--- config.mk ---
export PLATFORM = sky130hd
export DESIGN_NAME = lpc_io_dma_resp
export DESIGN_NICKNAME = d
export VERILOG_FILES = /design/src/rtl/lpc_resp_pkg.sv /design/src/rtl/lpc_nib_shift.sv /design/src/rtl/lpc_wait_ctr.sv /design/src/rtl/lpc_io_dma_resp.sv
export SDC_FILE = /design/constraint.sdc
export NUM_CORES = 1
export LEC_CHECK = 0
export BUFFER_PORTS_ARGS = -buffer_cell sky130_fd_sc_hd__buf_2
export CAP_MARGIN = 25
export CORE_MARGIN = 2
export CORE_UTILIZATION = 53
export CTS_CLUSTER_DIAMETER = 60
export DETAILED_ROUTE_END_ITERATION = 6
export PLACE_DENSITY = 0.87
export REMOVE_ABC_BUFFERS = 1
export SKIP_LAST_GASP = 1
export SLEW_MARGIN = 20
export SYNTH_ARGS = -nofsm -noshare
export SYNTH_HDL_FRONTEND = slang
export SYNTH_HIERARCHICAL = 1
export SYNTH_SLANG_ARGS = --single-unit
--- constraint.sdc ---
create_clock -name clk -period 4.5 [get_ports clk]
set_input_delay 0.45 -clock clk [delete_from_list [all_inputs] [get_ports clk]]
set_output_delay 0.45 -clock clk [all_outputs]
set_load 0.03 [all_outputs]
--- src/rtl/lpc_resp_pkg.sv ---
package lpc_resp_pkg;

  typedef enum logic [3:0] {
    S_IDLE, S_CT, S_ADDR, S_DCH, S_DSZ, S_WDAT,
    S_TARH, S_SYNW, S_SYNF, S_RDAT, S_TARP
  } resp_st_t;

  typedef enum logic [1:0] {K_IO_RD, K_IO_WR, K_DMA_RD, K_DMA_WR} resp_kind_t;

  localparam logic [3:0] NIB_START  = 4'b0000;
  localparam logic [3:0] SYNC_READY = 4'b0000;
  localparam logic [3:0] SYNC_SHORT = 4'b0101;
  localparam logic [3:0] SYNC_LONG  = 4'b0110;
  localparam logic [3:0] SYNC_ERR   = 4'b1010;
  localparam logic [3:0] NIB_TAR    = 4'b1111;

  function automatic logic kind_is_io(resp_kind_t k);
    return (k == K_IO_RD) || (k == K_IO_WR);
  endfunction

  function automatic logic kind_is_wr(resp_kind_t k);
    return (k == K_IO_WR) || (k == K_DMA_WR);
  endfunction

endpackage

--- src/rtl/lpc_nib_shift.sv ---
module lpc_nib_shift #(
  parameter int W         = 16,
  parameter bit MSB_FIRST = 1'b1
) (
  input  logic         clk,
  input  logic         rst,
  input  logic         en,
  input  logic [3:0]   nib,
  output logic [W-1:0] q
);
  logic [W-1:0] q_r;

  generate
    if (MSB_FIRST) begin : g_msb
      always_ff @(posedge clk) begin
        if (rst)     q_r <= '0;
        else if (en) q_r <= {q_r[W-5:0], nib};
      end
    end else begin : g_lsb
      always_ff @(posedge clk) begin
        if (rst)     q_r <= '0;
        else if (en) q_r <= {nib, q_r[W-1:4]};
      end
    end
  endgenerate

  assign q = q_r;
endmodule

--- src/rtl/lpc_wait_ctr.sv ---
module lpc_wait_ctr #(
  parameter int LONG_MAX = 330,
  parameter int CNT_W    = $clog2(LONG_MAX + 1)
) (
  input  logic             clk,
  input  logic             rst,
  input  logic             clear,
  input  logic             step,
  input  logic [CNT_W-1:0] base,
  input  logic             stretch,
  output logic             done
);
  logic [CNT_W-1:0] cnt_q;
  logic [CNT_W:0]   next_n;

  // next_n is the number of wait clocks finished once this one ends
  assign next_n = {1'b0, cnt_q} + 1'b1;
  assign done   = (next_n >= {1'b0, base}) &&
                  !(stretch && (next_n < (CNT_W+1)'(LONG_MAX)));

  always_ff @(posedge clk) begin
    if (rst || clear) cnt_q <= '0;
    else if (step)    cnt_q <= cnt_q + 1'b1;
  end
endmodule

--- src/rtl/lpc_io_dma_resp.sv ---
module lpc_io_dma_resp
  import lpc_resp_pkg::*;
#(
  parameter int              ADDR_W      = 16,
  parameter logic [ADDR_W-1:0] BASE_ADDR = 'h0300,
  parameter int              WIN_BITS    = 3,
  parameter int              DMA_CH_W    = 3,
  parameter logic [DMA_CH_W-1:0] DMA_CH  = 'd2,
  parameter int              WAIT_IO_RD  = 3,
  parameter int              WAIT_IO_WR  = 2,
  parameter int              WAIT_DMA_RD = 3,
  parameter int              WAIT_DMA_WR = 4,
  parameter int              LONG_MAX    = 330
) (
  input  logic              clk,
  input  logic              rst,
  input  logic              frame_n_i,
  input  logic [3:0]        lad_i,
  output logic [3:0]        lad_o,
  output logic              lad_oe_o,
  output logic              ldrq_n_o,
  input  logic              dreq_i,
  input  logic              slow_i,
  input  logic              err_i,
  input  logic [7:0]        rd_data_i,
  output logic              wr_stb_o,
  output logic [ADDR_W-1:0] wr_addr_o,
  output logic [7:0]        wr_data_o,
  output logic              wr_dma_o
);
  localparam int ADDR_NIB = ADDR_W / 4;
  localparam int NIB_W    = $clog2(ADDR_NIB + 1);
  localparam int CNT_W    = $clog2(LONG_MAX + 1);

  resp_st_t   st_q, st_d;
  resp_kind_t kind_q, kind_d;
  logic [NIB_W-1:0]  nib_q, nib_d;
  logic              addr_en, dat_en, wc_done, enter_fin;
  logic [ADDR_W-1:0] addr_q, full_addr;
  logic [7:0]        rbyte_q;
  logic [CNT_W-1:0]  wbase;
  logic              oe_d;
  logic [3:0]        lad_d;

  lpc_nib_shift #(.W(ADDR_W), .MSB_FIRST(1'b1)) u_addr (
    .clk(clk), .rst(rst), .en(addr_en), .nib(lad_i), .q(addr_q));

  lpc_nib_shift #(.W(8), .MSB_FIRST(1'b0)) u_wdat (
    .clk(clk), .rst(rst), .en(dat_en), .nib(lad_i), .q(wr_data_o));

  always_comb begin
    case (kind_q)
      K_IO_RD:  wbase = CNT_W'(WAIT_IO_RD);
      K_IO_WR:  wbase = CNT_W'(WAIT_IO_WR);
      K_DMA_RD: wbase = CNT_W'(WAIT_DMA_RD);
      default:  wbase = CNT_W'(WAIT_DMA_WR);
    endcase
  end

  lpc_wait_ctr #(.LONG_MAX(LONG_MAX), .CNT_W(CNT_W)) u_wait (
    .clk(clk), .rst(rst), .clear(st_q != S_SYNW), .step(st_q == S_SYNW),
    .base(wbase), .stretch(kind_is_io(kind_q) && slow_i), .done(wc_done));

  assign full_addr = {addr_q[ADDR_W-5:0], lad_i};

  // cycle sequencer
  always_comb begin
    st_d    = st_q;
    kind_d  = kind_q;
    nib_d   = nib_q;
    addr_en = 1'b0;
    dat_en  = 1'b0;
    if (!frame_n_i) begin
      st_d  = (lad_i == NIB_START) ? S_CT : S_IDLE;
      nib_d = '0;
    end else begin
      case (st_q)
        S_CT: begin
          nib_d = '0;
          case (lad_i)
            4'b0000: begin kind_d = K_IO_RD;  st_d = S_ADDR; end
            4'b0010: begin kind_d = K_IO_WR;  st_d = S_ADDR; end
            4'b1000: begin kind_d = K_DMA_RD; st_d = S_DCH;  end
            4'b1010: begin kind_d = K_DMA_WR; st_d = S_DCH;  end
            default: st_d = S_IDLE;
          endcase
        end
        S_ADDR: begin
          addr_en = 1'b1;
          nib_d   = nib_q + 1'b1;
          if (nib_q == NIB_W'(ADDR_NIB - 1)) begin
            nib_d = '0;
            if (full_addr[ADDR_W-1:WIN_BITS] == BASE_ADDR[ADDR_W-1:WIN_BITS])
              st_d = kind_is_wr(kind_q) ? S_WDAT : S_TARH;
            else
              st_d = S_IDLE;
          end
        end
        S_DCH: st_d = (lad_i[DMA_CH_W-1:0] == DMA_CH) ? S_DSZ : S_IDLE;
        S_DSZ: st_d = kind_is_wr(kind_q) ? S_WDAT : S_TARH;
        S_WDAT: begin
          dat_en = 1'b1;
          nib_d  = nib_q + 1'b1;
          if (nib_q == NIB_W'(1)) begin nib_d = '0; st_d = S_TARH; end
        end
        S_TARH: begin
          nib_d = nib_q + 1'b1;
          if (nib_q == NIB_W'(1)) begin nib_d = '0; st_d = S_SYNW; end
        end
        S_SYNW: if (wc_done) st_d = S_SYNF;
        S_SYNF: begin
          nib_d = '0;
          st_d  = kind_is_wr(kind_q) ? S_TARP : S_RDAT;
        end
        S_RDAT: begin
          nib_d = nib_q + 1'b1;
          if (nib_q == NIB_W'(1)) begin nib_d = '0; st_d = S_TARP; end
        end
        S_TARP: begin
          nib_d = nib_q + 1'b1;
          if (nib_q == NIB_W'(1)) begin nib_d = '0; st_d = S_IDLE; end
        end
        default: st_d = S_IDLE;
      endcase
    end
  end

  assign enter_fin = (st_q == S_SYNW) && (st_d == S_SYNF);

  // next bus value, registered below
  always_comb begin
    oe_d  = 1'b0;
    lad_d = NIB_TAR;
    case (st_d)
      S_SYNW: begin oe_d = 1'b1; lad_d = kind_is_io(kind_d) ? SYNC_LONG : SYNC_SHORT; end
      S_SYNF: begin oe_d = 1'b1; lad_d = err_i ? SYNC_ERR : SYNC_READY; end
      S_RDAT: begin oe_d = 1'b1; lad_d = (nib_d == '0) ? rbyte_q[3:0] : rbyte_q[7:4]; end
      S_TARP: oe_d = (nib_d == '0);
      default: ;
    endcase
  end

  always_ff @(posedge clk) begin
    if (rst) begin
      st_q     <= S_IDLE;
      kind_q   <= K_IO_RD;
      nib_q    <= '0;
      rbyte_q  <= '0;
      lad_o    <= NIB_TAR;
      lad_oe_o <= 1'b0;
      ldrq_n_o <= 1'b1;
      wr_stb_o <= 1'b0;
      wr_dma_o <= 1'b0;
    end else begin
      st_q     <= st_d;
      kind_q   <= kind_d;
      nib_q    <= nib_d;
      lad_o    <= lad_d;
      lad_oe_o <= oe_d;
      ldrq_n_o <= ~dreq_i;
      wr_stb_o <= enter_fin && kind_is_wr(kind_q);
      if (enter_fin) begin
        rbyte_q  <= rd_data_i;
        wr_dma_o <= !kind_is_io(kind_q);
      end
    end
  end

  assign wr_addr_o = addr_q;
endmodule

==> results of run 1 <==
power groups by stage:
stage	sequential [W]	combinational [W]	clock (W)
detailed placement	0.000526	0.0000305	0
CTS	0.000515	0.0000309	0.000540
floorplan	0.000527	0.00000966	0
global route	0.000514	0.0000346	0.000563
global placement	0.000526	0.0000301	0
finish	0.000515	0.0000314	0.000528
worst max-delay path: stages (launching register included):
cell and delay (ns):
dfxtp_1 0.42, ha_1 0.35, nand3_2 0.18, nor2_1 0.29, nand3_1 0.14, xnor2_1 0.16
ha_1 0.28, o21ai_0 0.06, o21ai_0 0.18, and3_1 0.21, nor2b_1 0.05, o21ai_1 0.15
o221ai_1 0.22, nor2_1 0.62, a21o_1 0.25, o2111ai_1 0.13
worst paths after layout:
check                               startpoint                       to  slack (ns)  cells after the start
hold reg to reg        rbyte_q[7]$_SDFFE_PP0P_  rbyte_q[7]$_SDFFE_PP0P_        0.48                      2
hold / removal                          dreq_i      ldrq_n_o$_SDFF_PP1_        0.27                      2
setup / recovery  u_wait/cnt_q[0]$_SDFFE_PP0P_      lad_o[1]$_SDFF_PP1_        0.68                     15
setup reg to reg  u_wait/cnt_q[0]$_SDFFE_PP0P_      lad_o[1]$_SDFF_PP1_        0.68                     15
per-layer routing:
layer | share of wire [%] | up-vias | routed length (um) | global-route usage, %
met4 | 1.2 | 0 | 91 | 6.452
li1 | - | 1407 | - | -
met3 | 5.1 | 14 | 380 | 7.023
met2 | 49 | 78 | 3636 | 34.98
met5 | 0 | - | 0 | 0
met1 | 44 | 1341 | 3290 | 25.65
synthesized netlist by cell type (3+ instances only):
cell | n | area [um^2]
or2_2 | 3 | 18.77
nor3_2 | 3 | 30.03
nand2b_1 | 3 | 18.77
inv_1 | 17 | 63.81
o221ai_1 | 4 | 35.03
o211ai_1 | 5 | 37.54
nor2_1 | 48 | 180.2
nor3_1 | 9 | 45.04
mux2i_1 | 32 | 320.3
clkbuf_1 | 6 | 22.52
xnor2_1 | 8 | 70.07
and3_1 | 4 | 25.02
buf_6 | 9 | 101.4
nor4_1 | 5 | 31.28
nand2_1 | 13 | 48.80
nor2b_1 | 6 | 37.54
dfxtp_1 | 58 | 1161
ha_1 | 14 | 175.2
xor2_1 | 10 | 87.58
a21oi_1 | 15 | 75.07
nand3_1 | 21 | 105.1
nand4_1 | 5 | 31.28
o21ai_1 | 11 | 55.05
o21ai_0 | 7 | 35.03
buf_2 | 5 | 25.02
and3b_1 | 3 | 26.28
per-stage QoR:
step	cells	total power (W)	setup slack, ns
2_1_floorplan	359	0.0005367	1.302
3_3_place_gp	484	0.0005563	0.9785
3_5_place_dp	484	0.0005567	0.8190
4_1_cts	500	0.001085	0.7890
5_1_grt	500	0.001112	0.4307
6_report	500	0.001074	0.6822
area by class of cell:
type                    instances  area (um^2)  share of cell area, %
clock buffers                  11        141.4                  3.783
clock inverters                 5        77.57                  2.076
inverters                      19        85.08                  2.277
multi-input cells             282         1926                  51.52
flip-flops and latches         58         1161                  31.07
well taps                      75        93.84                  2.511
repair buffers                 50        252.7                  6.763
kinds of logic (layout without fill, tap and decap cells):
| logic type | after synthesis | count (layout) | synth area share [%] |
|---|---|---|---|
| other | 1 | 7 | 0.1117 |
| multiplexers | 32 | 32 | 9.545 |
| AO/OA/AOI/OAI | 64 | 64 | 13.31 |
| buffers and inverters | 45 | 85 | 8.687 |
| adder cells (fa/ha/maj) | 14 | 14 | 5.220 |
| flip-flops | 58 | 58 | 34.60 |
| XOR/XNOR | 18 | 18 | 4.698 |
| AND/OR/NAND/NOR | 147 | 147 | 23.83 |
sequential cells by signal (all words and copies together), names as in the netlist:
register	cells
u_addr/q	16
u_wait/cnt_q	9
rbyte_q	8
u_wdat/q	8
lad_o	4
st_q	4
nib_q	3
kind_q	2
lad_oe_o	1
ldrq_n_o	1
wr_dma_o	1
wr_stb_o	1
==> metrics.md, run 1 <==
| Metric | Value |
|---|---|
| Hold buffers post-CTS | `0` |
| Gate power share | `2.9%` |
| Drt initial violations | `213` |
| Crit share post-route | `84.84%` |
| Synth-to-layout area growth | `11.37%` |
| CP Launch Type | `flop` |
| Post-synthesis sequential area ratio | `34.60%` |
| Synth Flop Type | `dfxtp_1` |
| Die Ht | `83.57 um` |
| Static Leak | `1.491 nW` |
| Share of cells above drive strength 1 | `20.47%` |
| Final Util | `62.02%` |
| Pre-Repair DR Iteration Count | `4` |
| Syn Area/Cell | `8.854 um^2` |
| Min Clock Period, post-route | `3.818 ns` |
| Global route total overflow | `0` |
| Switching portion of total power | `20.84%` |
| Critical path class | `flop to flop` |
| Vias per cell | `5.680` |
| Psw | `0.0002238 W` |
| Total CTS buffers | `9` |
| Most frequent cells in the layout | `58 x dfxtp_1, 49 x buf_2, 48 x nor2_1` |
| Largest net degree at the start of global routing | `43` |
| Gr usage total | `21.01%` |
| Clk root buf | `clkbuf_8` |
| Vias in the first global route | `2700` |
| Pwr Density | `287.3 mW/mm^2` |
| Netlist cell types | `69` |
| Power Internal | `0.0008500 W` |
| Placement-stage cell area | `0.003518 mm^2` |
| H-tree depth | `3` |
| Worst-margin pin slew | `0.8557 ns` |
| WP data required | `4.71 ns` |
| Antenna violations before repair | `0` |
| CP arrival | `4.03 ns` |
| CTS tree | `yes` |
| Post-cts sizing count | `0` |
| DP HPWL | `5312 um` |
| Worst Skew | `0.005297 ns` |
| Worst Hold Class | `input port to flop` |
| Initial core utilization | `55.69%` |
| # IOs | `50` |
| Outcome | `finished clean` |
| Die W | `83.57 um` |
| Port buffer count | `49` |
| Final Max Slew Viols | `0` |
| Routed WL per cell | `14.80 um` |
| Post-DRT Antenna Nets | `0` |
| Clock latency on the worst-skew pair | `0.34 ns` |
| Max_cap viols | `0` |
| Clock tree sinks | `58` |
| Core Footprint | `0.006026 mm^2` |
| Setup_tns | `0 ns` |
| Layout Nets | `452` |
| Design Area, Final | `0.003737 mm^2` |
| Total die area | `0.006984 mm^2` |
| Vias | `2840` |
| Max Root-Sink Buffers | `2` |
| Mapped Cells | `379` |
| Fillers | `508` |
| FP Rows | `28` |
| First-pass GRT wire length | `12180 um` |
| Final setup vio count | `0` |
| Synth Warn # | `6` |
| RSZ-0062 raised after global routing | `no` |
| Max frequency | `0.2619 GHz` |
| Clk slew on worst S/H paths | `0.07 ns` |
| Most common cell after layout, fill and taps aside | `dfxtp_1` |
| Crit-path max FO | `11` |
| # DRC | `0` |
| GPL Wtd Cong | `0.9784` |
| Total Wirelength | `7398 um` |
| Asr flop ratio synth | `0%` |
| N_diodes | `0` |
| Post-Synthesis Cell Area | `0.003356 mm^2` |
| Buffer count from post-CTS setup fixing | `0` |
| Maximum VDD drop | `232.2 uV` |
| Synth Register Bits | `58` |
| Clock power frac | `49.1%` |
| Sequential share of power | `47.9%` |
| EDFF count, synth | `0` |
| WHS | `0.2661 ns` |
| Final hold violation count | `0` |
| Crit end category | `flop` |
| Worst slew margin | `42.74%` |
No activity file was read; power rests on OpenSTA's default activity.
==> run 2: changes to the inputs <==
==> constraint.sdc (replaced) <==
create_clock -name clk -period 3.8 [get_ports clk]
set_input_delay 0.38 -clock clk [delete_from_list [all_inputs] [get_ports clk]]
set_output_delay 0.38 -clock clk [all_outputs]
set_load 0.03 [all_outputs]
==> run 2 against run 1 <==
  * Sequential power increased by 18%
  * Critical path depth unchanged
  * Sequential share of layout area increased by 0.19 points
  * Combinational power increased by 17%
  * Power increased by 6.8%
  * Setup slack got worse by 0.39 ns
  * Via count increased by 2.0%
  * Wire length increased by 0.65%
  * Global-route usage increased by 1.0 points
==> metrics.md, run 2 (synthesis gave the netlist of run 1 again) <==
| Metric | Value |
|---|---|
| Outcome | `finished clean` |
| Most common cell after layout, fill and taps aside | `dfxtp_1` |
| Static Leak | `1.480 nW (-0.72%)` |
| Hold buffers post-CTS | `0 (unchanged)` |
| Worst Skew | `0.004657 ns (-0.0006404 ns)` |
| CP arrival | `3.72 ns (-0.31 ns)` |
| RSZ-0062 raised after global routing | `no` |
| Layout Nets | `455 (+0.66%)` |
| Routed WL per cell | `14.80 um (about the same)` |
| WHS | `0.1904 ns (-0.07569 ns)` |
| Setup_tns | `0 ns (unchanged)` |
| Vias | `2896 (+2.0%)` |
| Final Max Slew Viols | `0 (unchanged)` |
| Port buffer count | `49 (unchanged)` |
| Maximum VDD drop | `270.8 uV (+17%)` |
| Post-DRT Antenna Nets | `0 (unchanged)` |
| Pre-Repair DR Iteration Count | `5 (+1)` |
| Total CTS buffers | `9 (unchanged)` |
| Global route total overflow | `0 (unchanged)` |
| CP Cell Sequence | `ha_1, nand3_2, nor2_1, nand3_1, xnor2_1, ha_1, a31oi_1, o21ai_0, and3_1, and3b_1, o211ai_1, o21ai_1, and3b_1, o32ai_2, o2111ai_1` |
| CP Launch Type | `flop` |
| Total Wirelength | `7446 um (+0.65%)` |
| Drt initial violations | `259 (+22%)` |
| Peak per-stage delay on the critical path | `0.42 ns (-0.20 ns)` |
| # DRC | `0 (unchanged)` |
| Worst Min Path Start | `dreq_i` |
| Pwr Density | `308.8 mW/mm^2 (+7.5%)` |
| First-pass GRT wire length | `12560 um (+3.1%)` |
| Max frequency | `0.2852 GHz (+8.9%)` |
| DP HPWL | `5301 um (-0.20%)` |
| Die Ht | `83.57 um (unchanged)` |
| Largest net degree at the start of global routing | `24 (-44%)` |
| Total die area | `0.006984 mm^2 (unchanged)` |
| Max Root-Sink Buffers | `2 (unchanged)` |
| Setup crit start | `u_wait/cnt_q[0]$_SDFFE_PP0P_` |
| Crit end category | `flop` |
| Initial core utilization | `55.69% (unchanged)` |
| Worst slew margin | `41.56% (-1.2 points)` |
| RR Startpoint | `u_wait/cnt_q[0]$_SDFFE_PP0P_` |
| Clock tree sinks | `58 (unchanged)` |
| Clk slew on worst S/H paths | `0.07 ns (about the same)` |
| Slowest cell on the critical path | `dfxtp_1` |
| Critical path class | `flop to flop` |
| Vias per cell | `5.757 (+1.4%)` |
| H-tree depth | `3 (unchanged)` |
| Crit share post-route | `92.26% (+7.4 points)` |
| Reg-to-reg slack, setup | `0.29 ns (-0.39 ns)` |
| Vias in the first global route | `2696 (-0.15%)` |
| Most frequent cells in the layout | `58 x dfxtp_1, 49 x buf_2, 47 x nor2_1` |
| FP Rows | `28 (unchanged)` |
| Top delay family on crit path | `simple AND/OR/NAND/NOR gates` |
| N_diodes | `0 (unchanged)` |
| CTS tree | `yes` |
| Die W | `83.57 um (unchanged)` |
| Clk root buf | `clkbuf_8` |
| Worst-margin pin slew | `0.8733 ns (+0.01764 ns)` |
| Final hold violation count | `0 (unchanged)` |
| Core Footprint | `0.006026 mm^2 (unchanged)` |
| WP data required | `4.02 ns (-0.69 ns)` |
| Antenna violations before repair | `0 (unchanged)` |
| Share of cells above drive strength 1 | `21.26% (+0.79 points)` |
| Final setup vio count | `0 (unchanged)` |
| Max_cap viols | `0 (unchanged)` |
| # IOs | `50 (unchanged)` |
| Min Clock Period, post-route | `3.506 ns (-0.3120 ns)` |
| Largest register FFs | `16 (unchanged)` |
| Gr usage total | `22.02% (+1.0 points)` |
| GPL Wtd Cong | `0.9407 (-3.9%)` |
| Worst Hold Class | `input port to flop` |
| Synth-to-layout area growth | `10.70%` |
| Bufs and invs on worst path | `0 (unchanged)` |
| Clock latency on the worst-skew pair | `0.35 ns (about the same)` |
| Crit-path max FO | `7 (-4)` |
-- run 2: layout make-up --
class                      count  area, um^2
clock buffer                  11       141.4
multi-input combinational    282        1928
inverter                      19       85.08
tap                           75       93.84
clock inverter                 5       30.03
sequential                    58        1161
timing repair buffer          53       275.3
fill                         520        2311
-- run 2: per-stage QoR --
step                total power, W  instance area, um^2  instances  util (%)  setup WS, ns
floorplan                0.0006355                 3172        359         -        0.6017
global placement         0.0006582                 3533        486     58.64        0.4352
detailed placement       0.0006587                 3533        486     58.64        0.3237
CTS                       0.001156                 3705        502     61.48        0.2864
global route              0.001193                 3715        503     61.65      0.002570
finish                    0.001147                 3715        503     61.65        0.2942
-- run 2: worst paths after layout --
check,end,cells after the start
worst max-delay path,lad_o[1]$_SDFF_PP1_,15
worst min-delay path,ldrq_n_o$_SDFF_PP1_,2
worst max register to register,lad_o[1]$_SDFF_PP1_,15
worst min register to register,rbyte_q[4]$_SDFFE_PP0P_,2
-- run 2: power by group --
group / switching (W) / leakage (nW) / internal (W)
clock: 0.000251 / 0.0851 / 0.000250
combinational: 0.0000234 / 0.928 / 0.0000133
sequential: 0.000000826 / 0.467 / 0.000609
total: 0.000275 / 1.48 / 0.000872
-- run 2: what timing repair did --
action | CTS | global route
resized for setup | 0 | 1
setup endpoints to repair | 0 | 7
buffers inserted | 0 | 1
hold endpoints to repair | 0 | 0
-- run 2: layer usage --
layer	global-route usage (%)	vias up	part of all wire (%)
li1	-	1422	-
met1	26.84	1358	42
met2	36.29	101	50
met3	7.616	15	6.6
met4	7.331	0	1.6
met5	0	-	0
==> run 3: changes to the inputs <==
--- a/config.mk
+++ b/config.mk
@@ -5,13 +5,14 @@
 export SDC_FILE = /design/constraint.sdc
 export NUM_CORES = 1
 export LEC_CHECK = 0
-export BUFFER_PORTS_ARGS = -buffer_cell sky130_fd_sc_hd__buf_2
+export BUFFER_PORTS_ARGS = -buffer_cell sky130_fd_sc_hd__buf_4
 export CAP_MARGIN = 25
 export CORE_MARGIN = 2
 export CORE_UTILIZATION = 53
 export CTS_CLUSTER_DIAMETER = 60
 export DETAILED_ROUTE_END_ITERATION = 6
 export PLACE_DENSITY = 0.87
+export RECOVER_POWER = 100
 export REMOVE_ABC_BUFFERS = 1
 export SKIP_LAST_GASP = 1
 export SLEW_MARGIN = 20
==> run 3 against run 2 <==
  * Fmax down 0.98%
  * Sequential power barely moved
  * Combinational power increased by 8.4%
  * Largest cell class unchanged
  * Critical path type unchanged
  * Via count down 1.2%
  * Register-to-register slack got worse by 0.03 ns
  * Critical path depth is the same
  * Power is 0.28% higher
  * Setup slack worse by 0.035 ns
  * Final area shrank 0.17%
==> metrics.md, run 3 (synthesis gave the netlist of run 1 again) <==
| Metric | Value |
|---|---|
| Outcome | `finished clean` |
| Crit end category | `flop` |
| Fillers | `567 (+9.0%)` |
| Clock latency on the worst-skew pair | `0.35 ns (about the same)` |
| Drt initial violations | `229 (-12%)` |
| CP Launch Type | `flop` |
| Most frequent cells in the layout | `58 x dfxtp_1, 48 x nor2_1, 33 x clkbuf_1` |
| DP HPWL | `5357 um (+1.0%)` |
| Total CTS buffers | `9 (unchanged)` |
| Largest register FFs | `16 (unchanged)` |
| GPL Wtd Cong | `0.8954 (-4.8%)` |
| Vias per cell | `5.675 (-1.4%)` |
| Worst Skew | `0.006187 ns (+0.001530 ns)` |
| Max Root-Sink Buffers | `2 (unchanged)` |
| Placement-stage cell area | `0.003656 mm^2 (+3.5%)` |
| Largest net degree at the start of global routing | `44 (+83%)` |
| Crit share post-route | `93.17% (+0.91 points)` |
| Final Max Slew Viols | `0 (unchanged)` |
| Maximum VDD drop | `264.5 uV (-2.3%)` |
| Setup_tns | `0 ns (unchanged)` |
| Gr usage total | `22.43% (+0.41 points)` |
| Psw | `0.0002742 W (-0.31%)` |
| Clk slew on worst S/H paths | `0.06 ns (about the same)` |
| First-pass GRT wire length | `12880 um (+2.5%)` |
| WHS | `0.1987 ns (+0.008310 ns)` |
| Global route total overflow | `0 (unchanged)` |
| Design Area, Final | `0.003709 mm^2 (-0.17%)` |
| Worst Hold Class | `input port to flop` |
| Port buffer count | `49 (unchanged)` |
| Worst slew margin | `9.353% (-32 points)` |
| N_diodes | `0 (unchanged)` |
| Clock power frac | `43.6% (about the same)` |
| Share of cells above drive strength 1 | `13.05% (-8.2 points)` |
| Switching portion of total power | `23.83% (-0.14 points)` |
| Clock tree sinks | `58 (unchanged)` |
| Die W | `83.57 um (unchanged)` |
| Die Ht | `83.57 um (unchanged)` |
| Layout Nets | `456 (+0.22%)` |
| FP Rows | `28 (unchanged)` |
| Total die area | `0.006984 mm^2 (unchanged)` |
| Most common cell after layout, fill and taps aside | `dfxtp_1` |
| Vias | `2860 (-1.2%)` |
| Clk root buf | `clkbuf_8` |
| Pwr Density | `310.2 mW/mm^2 (+0.44%)` |
| CP arrival | `3.75 ns (+0.03 ns)` |
| H-tree depth | `3 (unchanged)` |
| Antenna violations before repair | `0 (unchanged)` |
| # DRC | `0 (unchanged)` |
| Design Power | `0.001150 W (+0.28%)` |
| Reg-to-reg slack, setup | `0.26 ns (-0.03 ns)` |
| Initial core utilization | `55.69% (unchanged)` |
| RSZ-0062 raised after global routing | `no` |
| Min Clock Period, post-route | `3.540 ns (+0.03455 ns)` |
| Vias in the first global route | `2831 (+5.0%)` |
| Critical path class | `flop to flop` |
| Core Footprint | `0.006026 mm^2 (unchanged)` |
| Hold buffers post-CTS | `0 (unchanged)` |
| CTS tree | `yes` |
| Post-cts sizing count | `0 (unchanged)` |
| # IOs | `50 (unchanged)` |
| Routed WL per cell | `15.05 um (+1.7%)` |
| Crit-path max FO | `7 (unchanged)` |
| Final WS setup | `0.2596 ns (-0.03455 ns)` |
| Max_cap viols | `0 (unchanged)` |
| Post-DRT Antenna Nets | `0 (unchanged)` |
| Static Leak | `1.368 nW (-7.6%)` |
| Synth-to-layout area growth | `10.51%` |
| Sequential share of power | `53.0% (about the same)` |
| Worst-margin pin slew | `1.359 ns (+0.4856 ns)` |
| Pre-Repair DR Iteration Count | `4 (-1)` |
| Final setup vio count | `0 (unchanged)` |
| Final hold violation count | `0 (unchanged)` |
| Total Wirelength | `7586 um (+1.9%)` |
| WP data required | `4.01 ns (about the same)` |
| Power Internal | `0.0008762 W (+0.46%)` |
| Max frequency | `0.2825 GHz (-0.98%)` |
| Setup WS pre-CTS | `0.2877 ns (-0.03599 ns)` |
| Gate power share | `3.5% (+0.3 points)` |
[run 3: worst max-delay path, stage by stage (launching register included)]
cell and delay [ns]:
dfxtp_1 0.41, ha_1 0.33, nand3_2 0.18, nor2_1 0.28, nand3_1 0.14, xnor2_1 0.16
ha_1 0.19, a31oi_1 0.18, o21ai_0 0.11, and3_1 0.22, and3b_1 0.23, o211ai_1 0.09
o21ai_0 0.11, and3b_1 0.28, o32ai_2 0.32, o2111ai_1 0.15
[run 3: worst paths after layout]
check / startpoint / to / depth (start not counted)
worst min register to register: rbyte_q[7]$_SDFFE_PP0P_ / rbyte_q[7]$_SDFFE_PP0P_ / 2
worst min-delay path: dreq_i / ldrq_n_o$_SDFF_PP1_ / 2
worst max register to register: u_wait/cnt_q[0]$_SDFFE_PP0P_ / lad_o[1]$_SDFF_PP1_ / 15
worst max-delay path: u_wait/cnt_q[0]$_SDFFE_PP0P_ / lad_o[1]$_SDFF_PP1_ / 15
[run 3: per-layer routing]
layer | vias to the layer above | wire length, um | global-route usage, %
li1 | 1415 | - | -
met1 | 1368 | 3294 | 26.69
met2 | 63 | 3805 | 37.75
met3 | 14 | 359 | 6.924
met4 | 0 | 127 | 8.651
met5 | - | 0 | 0
[run 3: layout make-up]
type                            instances  area [um^2]  area share [%]
Multi-Input combinational cell        282         1912           51.55
Timing Repair Buffer                   54        285.3           7.692
Tap cell                               75        93.84           2.530
Sequential cell                        58         1161           31.31
Clock inverter                          5        30.03          0.8097
Clock buffer                           11        141.4           3.812
Inverter                               19        85.08           2.294
[run 3: per-stage QoR]
| step | util, % | instances |
|---|---|---|
| after floorplan | - | 359 |
| after global placement | 60.67 | 486 |
| after detailed placement | 60.67 | 486 |
| after CTS | 63.52 | 502 |
| after global routing | 61.54 | 504 |
| final | 61.54 | 504 |
[run 3: repair_timing]
action | in CTS | in global routing
hold endpoints to repair | 0 | 0
setup endpoints to repair | 0 | 4
buffers inserted | 0 | 2
[run 3: power by group through the flow]
stage	clock, W	combinational (W)	sequential [W]
2_1_floorplan	0	0.0000114	0.000624
3_3_place_gp	0	0.0000396	0.000623
3_5_place_dp	0	0.0000401	0.000623
4_1_cts	0.000511	0.0000401	0.000609
5_1_grt	0.000535	0.0000442	0.000609
6_report	0.000501	0.0000398	0.000609
